### src/rtl/ocp_pkg.sv
package ocp_pkg;

    typedef enum logic [2:0] {
        M_OFF   = 3'b000,
        M_HI    = 3'b001,
        M_LO    = 3'b010,
        M_TGL   = 3'b011,
        M_PULSE = 3'b100,
        M_TRAIN = 3'b101,
        M_PWM   = 3'b110,
        M_PWMF  = 3'b111
    } ocp_mode_e;

    typedef enum logic [2:0] {
        ST_OFF,
        ST_ARM,
        ST_RISE,
        ST_FALL,
        ST_DONE,
        ST_PWM,
        ST_FAULT
    } ocp_state_e;

    function automatic ocp_state_e ocp_init_state(ocp_mode_e m);
        unique case (m)
            M_OFF:                ocp_init_state = ST_OFF;
            M_HI, M_LO, M_TGL:    ocp_init_state = ST_ARM;
            M_PULSE, M_TRAIN:     ocp_init_state = ST_RISE;
            M_PWM, M_PWMF:        ocp_init_state = ST_PWM;
            default:              ocp_init_state = ST_OFF;
        endcase
    endfunction

endpackage

### src/rtl/ocp_tsel.sv
module ocp_tsel #(
    parameter int W = 16
) (
    input  logic [W-1:0] tmr_a,
    input  logic [W-1:0] tmr_b,
    input  logic         prd_a,
    input  logic         prd_b,
    input  logic         sel,
    output logic [W-1:0] cnt,
    output logic         prd
);
    always_comb begin
        cnt = sel ? tmr_b : tmr_a;
        prd = sel ? prd_b : prd_a;
    end
endmodule

### src/rtl/ocp_regs.sv
module ocp_regs #(
    parameter int W = 16
) (
    input  logic         clk,
    input  logic         rst_n,
    input  logic         pri_we,
    input  logic [W-1:0] pri_data,
    input  logic         sec_we,
    input  logic [W-1:0] sec_data,
    input  logic         pwm_active,
    input  logic         load,
    input  logic [W-1:0] cnt,
    output logic [W-1:0] pri_q,
    output logic         hit_p,
    output logic         hit_s
);
    localparam int NCMP = 2;

    logic [W-1:0] sec_q;
    logic [W-1:0] ref_v [NCMP];
    logic [NCMP-1:0] hit;

    always_ff @(posedge clk or negedge rst_n) begin
        if (!rst_n) begin
            pri_q <= '0;
            sec_q <= '0;
        end else begin
            if (pri_we)
                pri_q <= pri_data;
            if (load)
                sec_q <= pri_q;
            else if (sec_we && !pwm_active)
                sec_q <= sec_data;
        end
    end

    assign ref_v[0] = pri_q;
    assign ref_v[1] = sec_q;

    for (genvar i = 0; i < NCMP; i++) begin : g_cmp
        assign hit[i] = (cnt == ref_v[i]);
    end

    assign hit_p = hit[0];
    assign hit_s = hit[1];


    slave_ro_chk: assert property (@(posedge clk) disable iff (!rst_n)
        (pwm_active && !load) |=> $stable(sec_q));
endmodule

### src/rtl/ocp_fsm.sv
module ocp_fsm
    import ocp_pkg::*;
(
    input  logic      clk,
    input  logic      rst_n,
    input  logic      ctl_we,
    input  ocp_mode_e new_mode,
    input  ocp_mode_e mode,
    input  logic      fault,
    input  logic      flag_clr,
    input  logic      hit_p,
    input  logic      hit_s,
    input  logic      prd,
    input  logic      pri_zero,
    output logic      q_q,
    output logic      flag_q,
    output logic      fault_st_q,
    output logic      load
);
    ocp_state_e st_q, st_d;
    logic q_d, fs_d, ev;
    logic fault_hit;

    assign fault_hit = fault && (mode == M_PWMF);
    assign load      = (st_q == ST_PWM) && prd && !ctl_we && !fault_hit;

    always_comb begin
        st_d = st_q;
        if (ctl_we) begin
            st_d = ocp_init_state(new_mode);
        end else begin
            unique case (st_q)
                ST_OFF:   st_d = ST_OFF;
                ST_ARM:   if (hit_p && (mode == M_HI || mode == M_LO)) st_d = ST_DONE;
                ST_RISE:  if (hit_s) st_d = ST_FALL;
                ST_FALL:  if (hit_p) st_d = (mode == M_TRAIN) ? ST_RISE : ST_DONE;
                ST_DONE:  st_d = ST_DONE;
                ST_PWM:   if (fault_hit) st_d = ST_FAULT;
                ST_FAULT: st_d = ST_FAULT;
                default:  st_d = ST_OFF;
            endcase
        end
    end

    always_ff @(posedge clk or negedge rst_n) begin
        if (!rst_n) st_q <= ST_OFF;
        else        st_q <= st_d;
    end

    always_comb begin
        q_d  = q_q;
        fs_d = fault_st_q;
        ev   = 1'b0;
        if (ctl_we) begin
            q_d  = (new_mode == M_LO);
            fs_d = 1'b0;
        end else begin
            unique case (st_q)
                ST_OFF: q_d = 1'b0;
                ST_ARM: if (hit_p) begin
                    ev = 1'b1;
                    if (mode == M_HI)      q_d = 1'b1;
                    else if (mode == M_LO) q_d = 1'b0;
                    else                   q_d = ~q_q;
                end
                ST_RISE: if (hit_s) q_d = 1'b1;
                ST_FALL: if (hit_p) begin
                    q_d = 1'b0;
                    ev  = 1'b1;
                end
                ST_DONE: q_d = q_q;
                ST_PWM: begin
                    if (fault_hit) begin
                        q_d  = 1'b0;
                        fs_d = 1'b1;
                        ev   = 1'b1;
                    end else if (prd) begin
                        q_d = !pri_zero;
                        ev  = 1'b1;
                    end else if (hit_s) begin
                        q_d = 1'b0;
                    end
                end
                ST_FAULT: q_d = 1'b0;
                default:  q_d = 1'b0;
            endcase
        end
    end

    always_ff @(posedge clk or negedge rst_n) begin
        if (!rst_n) begin
            q_q        <= 1'b0;
            flag_q     <= 1'b0;
            fault_st_q <= 1'b0;
        end else begin
            q_q        <= q_d;
            fault_st_q <= fs_d;
            flag_q     <= ev | (flag_q & ~flag_clr);
        end
    end


    fault_off_chk: assert property (@(posedge clk) disable iff (!rst_n)
        (st_q == ST_PWM && fault_hit && !ctl_we) |=> (!q_q && fault_st_q));

    flag_hold_chk: assert property (@(posedge clk) disable iff (!rst_n)
        (flag_q && !flag_clr) |=> flag_q);

    pwm_rise_chk: assert property (@(posedge clk) disable iff (!rst_n)
        (st_q == ST_PWM && !prd && !ctl_we && !q_q) |=> !q_q);

    pulse_done_chk: assert property (@(posedge clk) disable iff (!rst_n)
        (st_q == ST_DONE && mode == M_PULSE && !ctl_we) |=> !q_q);

    off_low_chk: assert property (@(posedge clk) disable iff (!rst_n)
        (st_q == ST_OFF) |-> !q_q);
endmodule

### src/rtl/oc_pwm_channel.sv
module oc_pwm_channel
    import ocp_pkg::*;
#(
    parameter int W = 16
) (
    input  logic         clk,
    input  logic         rst_n,
    input  logic [W-1:0] tmr_a,
    input  logic [W-1:0] tmr_b,
    input  logic         prd_a,
    input  logic         prd_b,
    input  logic         ctl_we,
    input  logic [2:0]   ctl_mode,
    input  logic         ctl_tsel,
    input  logic         ctl_oe,
    input  logic         pri_we,
    input  logic [W-1:0] pri_data,
    input  logic         sec_we,
    input  logic [W-1:0] sec_data,
    input  logic         fault,
    input  logic         flag_clr,
    output logic         pin,
    output logic         pin_oe,
    output logic         irq_flag,
    output logic         fault_stat
);
    ocp_mode_e    mode_r;
    logic         tsel_r, oe_r;
    logic [W-1:0] cnt, pri_q;
    logic         prd, hit_p, hit_s, load, q;

    always_ff @(posedge clk or negedge rst_n) begin
        if (!rst_n) begin
            mode_r <= M_OFF;
            tsel_r <= 1'b0;
            oe_r   <= 1'b0;
        end else if (ctl_we) begin
            mode_r <= ocp_mode_e'(ctl_mode);
            tsel_r <= ctl_tsel;
            oe_r   <= ctl_oe;
        end
    end

    ocp_tsel #(.W(W)) u_tsel (
        .tmr_a(tmr_a), .tmr_b(tmr_b), .prd_a(prd_a), .prd_b(prd_b),
        .sel(tsel_r), .cnt(cnt), .prd(prd)
    );

    ocp_regs #(.W(W)) u_regs (
        .clk(clk), .rst_n(rst_n),
        .pri_we(pri_we), .pri_data(pri_data),
        .sec_we(sec_we), .sec_data(sec_data),
        .pwm_active(mode_r == M_PWM || mode_r == M_PWMF),
        .load(load), .cnt(cnt), .pri_q(pri_q),
        .hit_p(hit_p), .hit_s(hit_s)
    );

    ocp_fsm u_fsm (
        .clk(clk), .rst_n(rst_n), .ctl_we(ctl_we),
        .new_mode(ocp_mode_e'(ctl_mode)), .mode(mode_r),
        .fault(fault), .flag_clr(flag_clr),
        .hit_p(hit_p), .hit_s(hit_s), .prd(prd),
        .pri_zero(pri_q == '0),
        .q_q(q), .flag_q(irq_flag), .fault_st_q(fault_stat), .load(load)
    );

    assign pin    = q & oe_r;
    assign pin_oe = oe_r & (mode_r != M_OFF);


    fault_clear_chk: assert property (@(posedge clk) disable iff (!rst_n)
        (fault_stat && !ctl_we) |=> fault_stat);
endmodule

### config.mk
export PLATFORM = sky130hd
export DESIGN_NAME = oc_pwm_channel
export DESIGN_NICKNAME = d
export VERILOG_FILES = /design/src/rtl/ocp_pkg.sv /design/src/rtl/ocp_tsel.sv /design/src/rtl/ocp_regs.sv /design/src/rtl/ocp_fsm.sv /design/src/rtl/oc_pwm_channel.sv
export SDC_FILE = /design/constraint.sdc
export NUM_CORES = 1
export LEC_CHECK = 0
export ABC_AREA = 1
export CAP_MARGIN = 5
export CELL_PAD_IN_SITES_DETAIL_PLACEMENT = 1
export CELL_PAD_IN_SITES_GLOBAL_PLACEMENT = 1
export CORE_MARGIN = 2
export CORE_UTILIZATION = 36
export DETAILED_ROUTE_END_ITERATION = 12
export PLACE_DENSITY = 0.88
export SLEW_MARGIN = 20
export SYNTH_ARGS = -nofsm -noshare
export SYNTH_HDL_FRONTEND = slang
export SYNTH_SLANG_ARGS = --single-unit
### constraint.sdc
create_clock -name clk -period 3.9 [get_ports clk]
set_input_delay 0.78 -clock clk [delete_from_list [all_inputs] [get_ports clk]]
set_output_delay 0.78 -clock clk [all_outputs]
set_load 0.03 [all_outputs]
==> After elaboration in Yosys (flattened, before gate mapping) <==
Memory sizes are Yosys's and may differ from the RTL's.
Cells that the tools add are included.
{ "classes": {"n_lt_le_gt_ge": 0, "n_eq_ne": 21, "n_bitwise": 6, "n_mul": 0, "div_mod_pow": 0, "shift": 0, "muxes": 29, "n_reduce_logical": 21, "add_sub_neg": 0} }
{ "ops": {"columns": ["op", "n"], "rows": [
  ["16-bit 2-to-1 mux", 3],
  ["16-bit equality test", 2],
  ["3-bit equality test (second input constant)", 6],
  ["3-bit 2-to-1 mux", 6],
  ["3-bit case mux with 6 select lines", 1],
  ["1-bit 2-to-1 mux", 17],
  ["16-bit zero test", 1],
  ["3-bit by 2-bit equality test with 1-bit output (second input constant)", 4],
  ["3-bit by 2-bit inequality test with 1-bit output (second input constant)", 4],
  ["3-bit by 1-bit equality test with 1-bit output (second input constant)", 2],
  ["1-bit logical AND", 6],
  ["2-bit nonzero test", 3],
  ["5-bit by 3-bit inequality test with 1-bit output (second input constant)", 1],
  ["1-bit case mux with 5 select lines", 1],
  ["5-bit AND reduction", 1],
  ["1-bit zero test", 4],
  ["4-bit AND reduction", 1],
  ["1-bit AND", 3],
  ["3-bit inequality test (second input constant)", 1],
  ["3-bit nonzero test", 1],
  ["1-bit logical OR", 2],
  ["2-bit inequality test (second input constant)", 1],
  ["1-bit inverter", 2],
  ["1-bit case mux with 2 select lines", 1],
  ["3 further kinds", 3]
]} }
{ "word_totals": {"ff_bits": 43, "latchBits": 0, "ramBits": 0, "mem_count": 1, "in_bits": 78, "romBits": 24, "output_inout_bits": 4} }
{ "mem_list": {"columns": ["memory", "words", "width", "read_ports", "rd_clocked_by_memory_dff", "write_ports", "line", "text"], "rows": [
  ["(name not given)", 8, 3, 1, 0, 0, "ocp_pkg.sv:25", "unique case (m)"]
]} }

==> Longest topological paths before layout <==
Gate-level depths: netlist of the first run.
{ "logic_depth": {"depth_word": 7, "ltp_mapped": 16, "ltp_nobuf": 14} }

==> By module <==
Synthesis of the first run repeated with hierarchy kept, for this count alone.
{ "hier_totals": {"hier_cells": 421, "area_unflattened_um2": 2911.5} }
{ "by_module_without_submodules": {"columns": ["mod", "instances", "area_each_um2", "cells_each"], "rows": [
  ["ocp_regs", 1, 1794.2, 225],
  ["ocp_fsm", 1, 535.5, 90],
  ["oc_pwm_channel", 1, 326.6, 51],
  ["ocp_tsel", 1, 255.2, 55]
]} }

==> Worst setup path before layout of the first run <==
OpenSTA, ideal clock, no wires.
{ "synth_timing": {"kind": "flip-flop to output port", "startpoint": "reg mode_r[0]", "endpoint": "out pin_oe", "arrival_time_ps": 1003, "stages_incl_launch_ff": 3, "path_buffers": 0, "path_slack_ps": 2117, "path_cell_list": "dfrtp_1 inv_1 a31oi_1"} }
{ "synth_via": {"elab_chain_len": 2} }
{ "synth_rtl": {"columns": ["element", "line", "text"], "rows": [
  ["from (decl)", "oc_pwm_channel.sv:27", "ocp_mode_e mode_r;"],
  ["from (signal assigned)", "oc_pwm_channel.sv:38", "mode_r <= ocp_mode_e'(ctl_mode);"],
  ["3-bit nonzero test", "oc_pwm_channel.sv:68", "assign pin_oe = oe_r & (mode_r != M_OFF);"],
  ["1-bit AND", "oc_pwm_channel.sv:68", null],
  ["to (decl)", "oc_pwm_channel.sv:23", "output logic pin_oe,"]
]} }
No other way between the ends.

==> Final worst setup path of the first run <==
{ "layout_timing": {"startpoint": "in ctl_we", "endpoint": "reg u_regs.sec_q[9]"} }
{ "layout_via": {"elab_chain_len": 4, "elab_cells_between_ends": 5} }
{ "layout_rtl": {"columns": ["element", "line", "text"], "rows": [
  ["from (decl)", "oc_pwm_channel.sv:12", "input logic ctl_we,"],
  ["1-bit zero test *", "ocp_fsm.sv:25", "assign load = (st_q == ST_PWM) && prd && !ctl_we && !fault_hit;"],
  ["1-bit logical AND * (2 in series)", "ocp_fsm.sv:25", null],
  ["16-bit 2-to-1 mux or 2-bit nonzero test (tied branches)", null, null],
  ["to (signal assigned)", "ocp_regs.sv:31", "sec_q <= pri_q;"],
  ["to (signal assigned)", "ocp_regs.sv:33", "sec_q <= sec_data;"],
  ["to (decl)", "ocp_regs.sv:19", "logic [W-1:0] sec_q;"]
]} }
Mark *: on every way between the ends. The rest lies on a longest branch, timed or not.
A chain may end at the register's enable or synchronous reset.

==> results.yml, run 1 <==
layout:
  mostFrequentLayoutCell: "nand2_1"
  layout_common_cells: "nand2_1, clkdlybuf4s50_1, nand3_1"
  stdcell_area_um2: 3880
  synthToLayoutAreaGrowth_pct: 31.3
  nets: 597
  drive_gt1_share_pct: 5.77
  antennaDiodeCount: 0
sta:
  final-hold-violation-count: 0
  drv_slew: 0
  final.min_clock_period_ns: 2.54
  fin_crit_sh_pct: 65.1
  fin_tns_setup_ns: 0
  clock.fmax_ghz: 0.394
  relSlewSlack_pct: 61.1
  fin_skew_ns: 0.00645
  worst_pin_slew_ns: 0.583
  rsz0062_at_grt: "no"
  finalSetupViolCount: 0
worst_setup_path:
  r2r_start: "tsel_r"
  cp_max_fo: 33
  r2r_setup_slack_ns: 1.63
  required_ns: 4.07
  worst-setup-path-type: "in2reg"
  r2r-end: "u_fsm.q_q"
  startpoint_type: "input pin"
  arrival_ns: 2.71
  critPathCaptureType: "register"
  reg2regPathDepth: 12
pwr:
  p_leak_nw: 1.94
  combPwrFrac_pct: 39.4
  pwr_density_cell_nw_per_um2: 368
  p_int_mw: 0.878
  p_sw_share_pct: 38.6
  pwr-share-clk_pct: 19.8
  irDropWorstVdd_mv: 0.126
  p_sw_mw: 0.552
  p_seq_share_pct: 40.8
floorplan:
  start_util_pct: 36.5
  die_x_um: 94.6
  io_pins: 82
  die_area_um2: 8950
  placeableCoreArea_um2: 8090
  dieHeight_um: 94.6
  rows: 33
detailed_routing:
  wl_um: 9730
  dr_wl_met3_um: 272
  vias_per_cell: 5.10
  dr.max_layer_used: "met4"
  wl_per_cell_um: 15.6
  ant_nets: 0
  vias: 3187
  drc_errors: 0
  drt-met1-wl_um: 4470
  wl_met2_um: 4880
  drt_pass1_iterations: 4
  drt-initial-drc-count: 113
clocking:
  cts_root_buf: "clkbuf_8"
  cts_tree: "done"
  cts_resized: 0
  postCtsSetupBuffers: 0
  path_clk_slew_ns: 0.08
  postCtsHoldBufs: 0
  cts_buffers: 5
  insertion_delay_ns: 0.30
  clock_tree.buffer_depth: 2
  cts_sinks: 43
  h-tree-depth: 2
place:
  placed_cell_area_um2: 3800
  port_buffers: 81
  hpwl_um: 7520
  gp_congestion: 0.872
logic_synthesis:
  syn_area_per_cell_um2: 6.67
  synthCells: 443
  ys_types: 27
  synthFlopType: "dfrtp_1"
  synth-edff-count: 0
  syn_area_um2: 2960
  async_flop_share_pct: 100
  ys_ff_latch: 43
  syn-num-nets: 521
  yosysWarnings: 0
  synth-seq-area-share_pct: 36.4
global_route:
  grt_pass1_wl_um: 15800
  antenna_found_initial: 0
  grt_pass1_vias: 3416
  grt-ovfl-total: 0
  grt_usage_pct: 22.8
  grt_max_degree: 44
flow_run:
  cap_violations: 0
hold_path:
  min_path_type: "in2async"
outcome:
  status: "complete, no violations"
-- worst max path at each step --
stage	slack (ns)	to	depth (start not counted)	startpoint
after floorplan	2.12	pin_oe	2	mode_r[0]
after global placement	1.15	u_regs.sec_q[3]	7	ctl_we
after detailed placement	1.06	u_regs.sec_q[5]	7	ctl_we
after CTS	1.37	u_regs.sec_q[5]	7	ctl_we
after global routing	1.17	u_regs.sec_q[3]	7	ctl_we
final	1.36	u_regs.sec_q[9]	7	ctl_we
-- routing by layer --
metal	GRT usage, %	vias to the layer above
met5	0	-
met4	5.19	0
met2	41.8	51
met1	28.9	1538
li1	-	1590
met3	2.23	8
-- power by group through the flow --
stage	sequential, mW	clock [mW]	combinational, mW
after CTS	0.582	0.287	0.566
final	0.583	0.283	0.563
after floorplan	0.574	0	0.376
after global placement	0.588	0	0.545
after detailed placement	0.590	0	0.564
after global routing	0.592	0.307	0.640
-- flip-flops by register name (all words and copies together), names as in the netlist --
signal / cells
u_regs.sec_q: 16
u_fsm.q_q: 1
u_fsm.flag_q: 1
u_regs.pri_q: 16
u_fsm.st_q: 3
oe_r: 1
mode_r: 3
tsel_r: 1
u_fsm.fault_st_q: 1
-- cell families after synthesis --
kind of cell	synth area share (%)
AND/OR/NAND/NOR	40.2
buffers and inverters	11.9
AO/OA/AOI/OAI	11.5
flip-flops	36.4
-- per-stage QoR --
stage	instances	setup WS, ns	total power, mW	util (%)	hold WS (ns)
finish	625	1.36	1.43	48.0	0.467
global route	625	1.17	1.54	48.0	0.505
CTS	625	1.37	1.43	47.9	0.543
detailed placement	617	1.06	1.15	46.9	0.525
global placement	617	1.15	1.13	46.9	0.517
floorplan	443	2.12	0.950	-	0.464
-- cell type report --
cell class                      instances  area, um^2
Clock buffer                            7        76.3
Clock inverter                          1        5.00
Fill cell                            1061        4210
Inverter                               63         241
Multi-Input combinational cell        323        1530
Sequential cell                        43        1080
Tap cell                              105         131
Timing Repair Buffer                   83         823
-- cell usage after synthesis, drive strengths merged (2+ instances only) --
cell type	n	area, um^2
nor4	3	18.8
dfrtp	43	1080
clkbuf	5	18.8
nor2	30	125
a21oi	3	15.0
nand2	167	687
o221ai	17	149
nand4	4	25.0
inv	63	241
buf	9	92.6
o21ai	28	140
a31oi	2	12.5
nand3	62	310
nor3	3	15.0
-- critical path, cell delays in order --
cell and delay, ns:
clkdlybuf4s50_1 0.64, inv_1 0.27, nand2_1 0.15, nor2_2 0.19, nand2_4 0.25, nand2_4 0.27, o221ai_1 0.15
Power figures use the tool's default switching activity.
==> inputs of run 2 (changes only) <==
- CORE_UTILIZATION: 36 -> 30
- PLACE_DENSITY: 0.88 -> 0.78
- clock period: 3.9 -> 2.04 ns (I/O delays scaled with it)
==> run 2 against run 1 <==
  * Critical path depth rose by 5
  * Die area rose by 19%
  * Clock skew fell by 0.0010 ns
  * Routed wire length rose by 4.1%
  * Register-to-register slack got worse by 1.5 ns
  * Core utilization fell by 6.0 points
  * Design area rose by 4.7%
  * Sequential power rose by 90%
  * Global-route usage fell by 2.7 points
  * Largest cell class unchanged
  * Highest routed layer unchanged
==> results.yml, run 2 (synthesis gave the netlist of run 1 again) <==
outcome:
  status: "complete, no violations"
clocking:
  insertion_delay_ns: 0.30
  clock_tree.buffer_depth: 2
  path_clk_slew_ns: 0.08
  h-tree-depth: 2
  cts_buffers: 5
  cts_sinks: 43
  cts_tree: "done"
  cts_root_buf: "clkbuf_8"
worst_setup_path:
  required_ns: 2.23
  critPathCaptureType: "register"
  startpoint_type: "register"
  cp_max_fo: 23
  worst-setup-path-type: "reg2reg"
  arrival_ns: 2.11
detailed_routing:
  wl_um: 10100
  vias: 3245
  drt_pass1_iterations: 5
  vias_per_cell: 4.89
  drc_errors: 0
  drt-initial-drc-count: 90
  wl_per_cell_um: 15.3
  ant_nets: 0
global_route:
  antenna_found_initial: 0
  grt_pass1_wl_um: 16600
  met1_usage_pct: 25.5
  grt_pass1_vias: 3475
  grt_max_degree: 33
  grt_util_met3_pct: 2.42
  busiest_layer: "met2"
  grt_util_met2_pct: 36.4
  grt-ovfl-total: 0
  grt_usage_pct: 20.1
sta:
  final-hold-violation-count: 0
  fin_tns_setup_ns: 0
  worst_pin_slew_ns: 0.522
  rsz0062_at_grt: "yes"
  clock.fmax_ghz: 0.520
  fin_skew_ns: 0.00541
  relSlewSlack_pct: 65.2
  finalSetupViolCount: 0
  drv_slew: 0
  final.min_clock_period_ns: 1.92
  fin_crit_sh_pct: 94.2
pwr:
  p_leak_nw: 2.01
  pwr_density_cell_nw_per_um2: 703
  irDropWorstVdd_mv: 0.330
  power_mw: 2.86
flow_run:
  cap_violations: 0
layout:
  reg_top3: "u_regs.pri_q: 16 flops, u_regs.sec_q: 16 flops"
  antennaDiodeCount: 0
  layout_common_cells: "nand2_1, clkdlybuf4s50_1, nand3_1"
  nets: 607
  drive_gt1_share_pct: 8.49
  synthToLayoutAreaGrowth_pct: 37.4
  mostFrequentLayoutCell: "nand2_1"
floorplan:
  start_util_pct: 30.5
  die_area_um2: 10700
  die_x_um: 103
  dieHeight_um: 103
  placeableCoreArea_um2: 9680
  io_pins: 82
  rows: 36
place:
  gp_congestion: 0.801
  hpwl_um: 7780
  port_buffers: 81
hold_path:
  min_path_type: "in2async"
## run 2: cell count changes in the layout (fill, tap and decap cells not counted), moves of 2 or more
cell and change:
buf_4 +4, buf_12 +3, buf_6 +2, clkbuf_8 +2
nor2_1 -2, nor2_2 +2
## run 2: repair_timing
action	4_1_cts	5_1_grt
cloned	0	0
resized for setup	3	5
endpoints found under the setup margin	2	3
hold buffers	0	0
setup buffers	0	1
## run 2: area by class of cell
cell class / instances / area [um^2]
repair buffers: 93 / 940
well taps: 133 / 166
clock buffers: 8 / 100
flip-flops and latches: 43 / 1080
inverters: 63 / 244
multi-input cells: 323 / 1540
fillers: 1258 / 5620
## run 2: metal layers
layer	wire length [um]	vias to the layer above
met5	0	-
met4	146	0
met3	357	12
met2	5010	72
met1	4610	1549
li1	-	1612
## run 2: stage by stage
step | cells | hold WS (ns) | setup slack, ns | util [%] | cell area, um^2
6_report | 663 | 0.0700 | 0.117 | 42.0 | 4060
5_1_grt | 663 | 0.105 | -0.0299 | 42.0 | 4060
4_1_cts | 662 | 0.0930 | 0.0615 | 41.7 | 4040
3_5_place_dp | 654 | 0.415 | -0.112 | 40.7 | 3940
3_3_place_gp | 654 | 0.407 | 0.0117 | 40.7 | 3940
2_1_floorplan | 443 | 0.112 | 0.437 | - | 2960
## run 2: where the power goes
part	switching (mW)	internal, mW	total (mW)	leakage, nW
sequential	0.112	0.999	1.11	0.528
clock	0.306	0.310	0.616	0.0515
combinational	0.661	0.470	1.13	1.43
total	1.08	1.78	2.86	2.01
## run 2: path summary, 6_finish.rpt
path | slack, ns | startpoint | cells past startpoint | endpoint
worst max-delay path | 0.12 | tsel_r | 12 | u_fsm.q_q
worst min-delay path | 0.07 | rst_n | 1 | u_fsm.flag_q
worst max register to register | 0.12 | tsel_r | 12 | u_fsm.q_q
worst min register to register | 0.51 | u_fsm.fault_st_q | 2 | u_fsm.fault_st_q
max in group asynchronous | 1.42 | rst_n | 2 | tsel_r
min in group clk | 0.51 | u_fsm.fault_st_q | 2 | u_fsm.fault_st_q
## run 2: worst max-delay path: stages, from the launching register on
cell and delay (ns):
dfrtp_2 0.49, inv_8 0.21, nand2_1 0.14, nand3_1 0.10
nand2_1 0.06, nor2_1 0.12, nand2_1 0.10, nor2_2 0.12
nand2_1 0.09, nand2_2 0.10, nand2_2 0.09, o21ai_1 0.13
nand2_1 0.06
==> inputs of run 3 (changes only) <==
- CORE_ASPECT_RATIO: not set -> 2
- GPL_TIMING_DRIVEN: not set -> 0
==> run 3 against run 2 <==
  * Sequential power hardly changed
  * Worst hold slack worse by 0.014 ns
  * Global-route usage is 2.5 points higher
  * Power is 11% higher
  * Cell count is 0.75% higher
  * Clock skew is 0.0019 ns higher
  * Worst setup slack better by 0.010 ns
  * Core utilization is 1.5 points higher
==> results.yml, run 3 (synthesis gave the netlist of run 1 again) <==
clocking:
  path_clk_slew_ns: 0.06
  cts_root_buf: "clkbuf_16"
  clock_tree.buffer_depth: 2
  cts_sinks: 43
  h-tree-depth: 2
  insertion_delay_ns: 0.29
  cts_tree: "done"
  cts_buffers: 5
layout:
  synthToLayoutAreaGrowth_pct: 41.6
  antennaDiodeCount: 0
  drive_gt1_share_pct: 9.89
  layout_common_cells: "nand2_1, clkdlybuf4s50_1, nand3_1"
  reg_top3: "u_regs.pri_q: 16 flops, u_regs.sec_q: 16 flops"
  final_util_pct: 43.4
  nets: 613
  mostFrequentLayoutCell: "nand2_1"
sta:
  fin_skew_ns: 0.00727
  clock.fmax_ghz: 0.523
  setup_slack_ns: 0.127
  hold_slack_ns: 0.0563
  drv_slew: 0
  final.min_clock_period_ns: 1.91
  worst_pin_slew_ns: 0.651
  final-hold-violation-count: 0
  finalSetupViolCount: 0
  fin_crit_sh_pct: 93.8
  rsz0062_at_grt: "no"
  relSlewSlack_pct: 56.6
pwr:
  p_int_mw: 1.95
  power_mw: 3.16
  pwr_density_cell_nw_per_um2: 755
  irDropWorstVdd_mv: 0.397
  pwr-share-clk_pct: 25.8
  p_sw_share_pct: 38.4
  p_leak_nw: 2.05
  p_seq_share_pct: 35.3
  combPwrFrac_pct: 38.9
  p_sw_mw: 1.21
worst_setup_path:
  arrival_ns: 2.09
  worst-setup-path-type: "reg2reg"
  slowest_stage: "dfrtp_1"
  critical_path_buf_inv_count: 2
  required_ns: 2.22
  crit_top_cell: "nand2_1"
  startpoint_type: "register"
  startpoint: "tsel_r"
  cp_max_fo: 10
  crit_family: "simple AND/OR/NAND/NOR gates"
  critPathCaptureType: "register"
  cp_cell_sequence: "buf_6 > buf_6 > nand2_1 > nand2_1 > nand2_1 > nand2_1 > nor2_2 > nand2_1 > nor2_2 > nand2_1 > nand2_2 > nand2_4 > o21ai_2 > nand2_1"
  cp_slowest_stage_delay_ns: 0.37
  r2r_setup_slack_ns: 0.13
  r2r_start: "tsel_r"
flow_run:
  cap_violations: 0
place:
  port_buffers: 81
  gp_congestion: 0.907
  place_ws_ns: -0.222
  hpwl_um: 9270
hold_path:
  min_path_type: "in2async"
outcome:
  status: "complete, no violations"
detailed_routing:
  ant_nets: 0
  drt_pass1_iterations: 4
  wl_um: 11700
  drt-initial-drc-count: 146
  vias_per_cell: 4.99
  drc_errors: 0
  wl_per_cell_um: 17.5
  vias: 3333
floorplan:
  placeableCoreArea_um2: 9640
  die_area_um2: 10700
  rows: 51
  die_x_um: 74.2
  io_pins: 82
  start_util_pct: 30.7
  dieHeight_um: 144
global_route:
  grt_pass1_wl_um: 17700
  antenna_found_initial: 0
  grt_max_degree: 29
  met1_usage_pct: 21.9
  busiest_layer: "met2"
  grt_pass1_vias: 3555
  grt_util_met2_pct: 44.8
  grt_util_met3_pct: 2.23
  grt_usage_pct: 22.6
  grt-ovfl-total: 0
## run 3: cell type report
class | count | area (um^2)
multi-input cells | 323 | 1570
inverters | 63 | 244
fillers | 1244 | 5450
repair buffers | 85 | 865
well taps | 132 | 165
clock buffers | 5 | 125
flip-flops and latches | 43 | 1080
plain buffers | 14 | 124
clock inverters | 3 | 20.0
## run 3: metal layers
layer  up-vias  share of wire, %
li1       1618                 -
met1      1603                35
met4         0               3.7
met2        88                59
met3        24               3.0
met5         -                 0
## run 3: worst paths after layout
check,endpoint,cells after the start
hold reg to reg,u_fsm.fault_st_q,2
setup reg to reg,u_fsm.q_q,14
setup / recovery,u_fsm.q_q,14
hold / removal,u_regs.sec_q[3],1
max in group asynchronous,u_regs.pri_q[0],2
min in group clk,u_fsm.fault_st_q,2
## run 3: per-stage QoR
step                setup TNS (ns)  cells  area [um^2]
global placement            -36.90    656         3930
CTS                              0    665         4100
global route                     0    668         4190
floorplan                        0    443         2960
detailed placement           -3.19    657         3950
finish                           0    668         4190
## run 3: timing repair
item                                    in CTS  in global routing
endpoints found under the setup margin       2                 13
buffers inserted                             0                  2
gates resized for setup                      3                 16
pin swaps                                    0                  5
hold endpoints to repair                     0                  0
cloned                                       0                  1
hold buffers                                 0                  0
## run 3: power groups by stage
stage                     logic (mW)  registers (mW)  clock network (mW)
after floorplan                0.719            1.10                   0
after global routing            1.35            1.13               0.871
after CTS                       1.19            1.11               0.832
final                           1.23            1.12               0.816
after detailed placement        1.18            1.13                   0
after global placement          1.14            1.12                   0
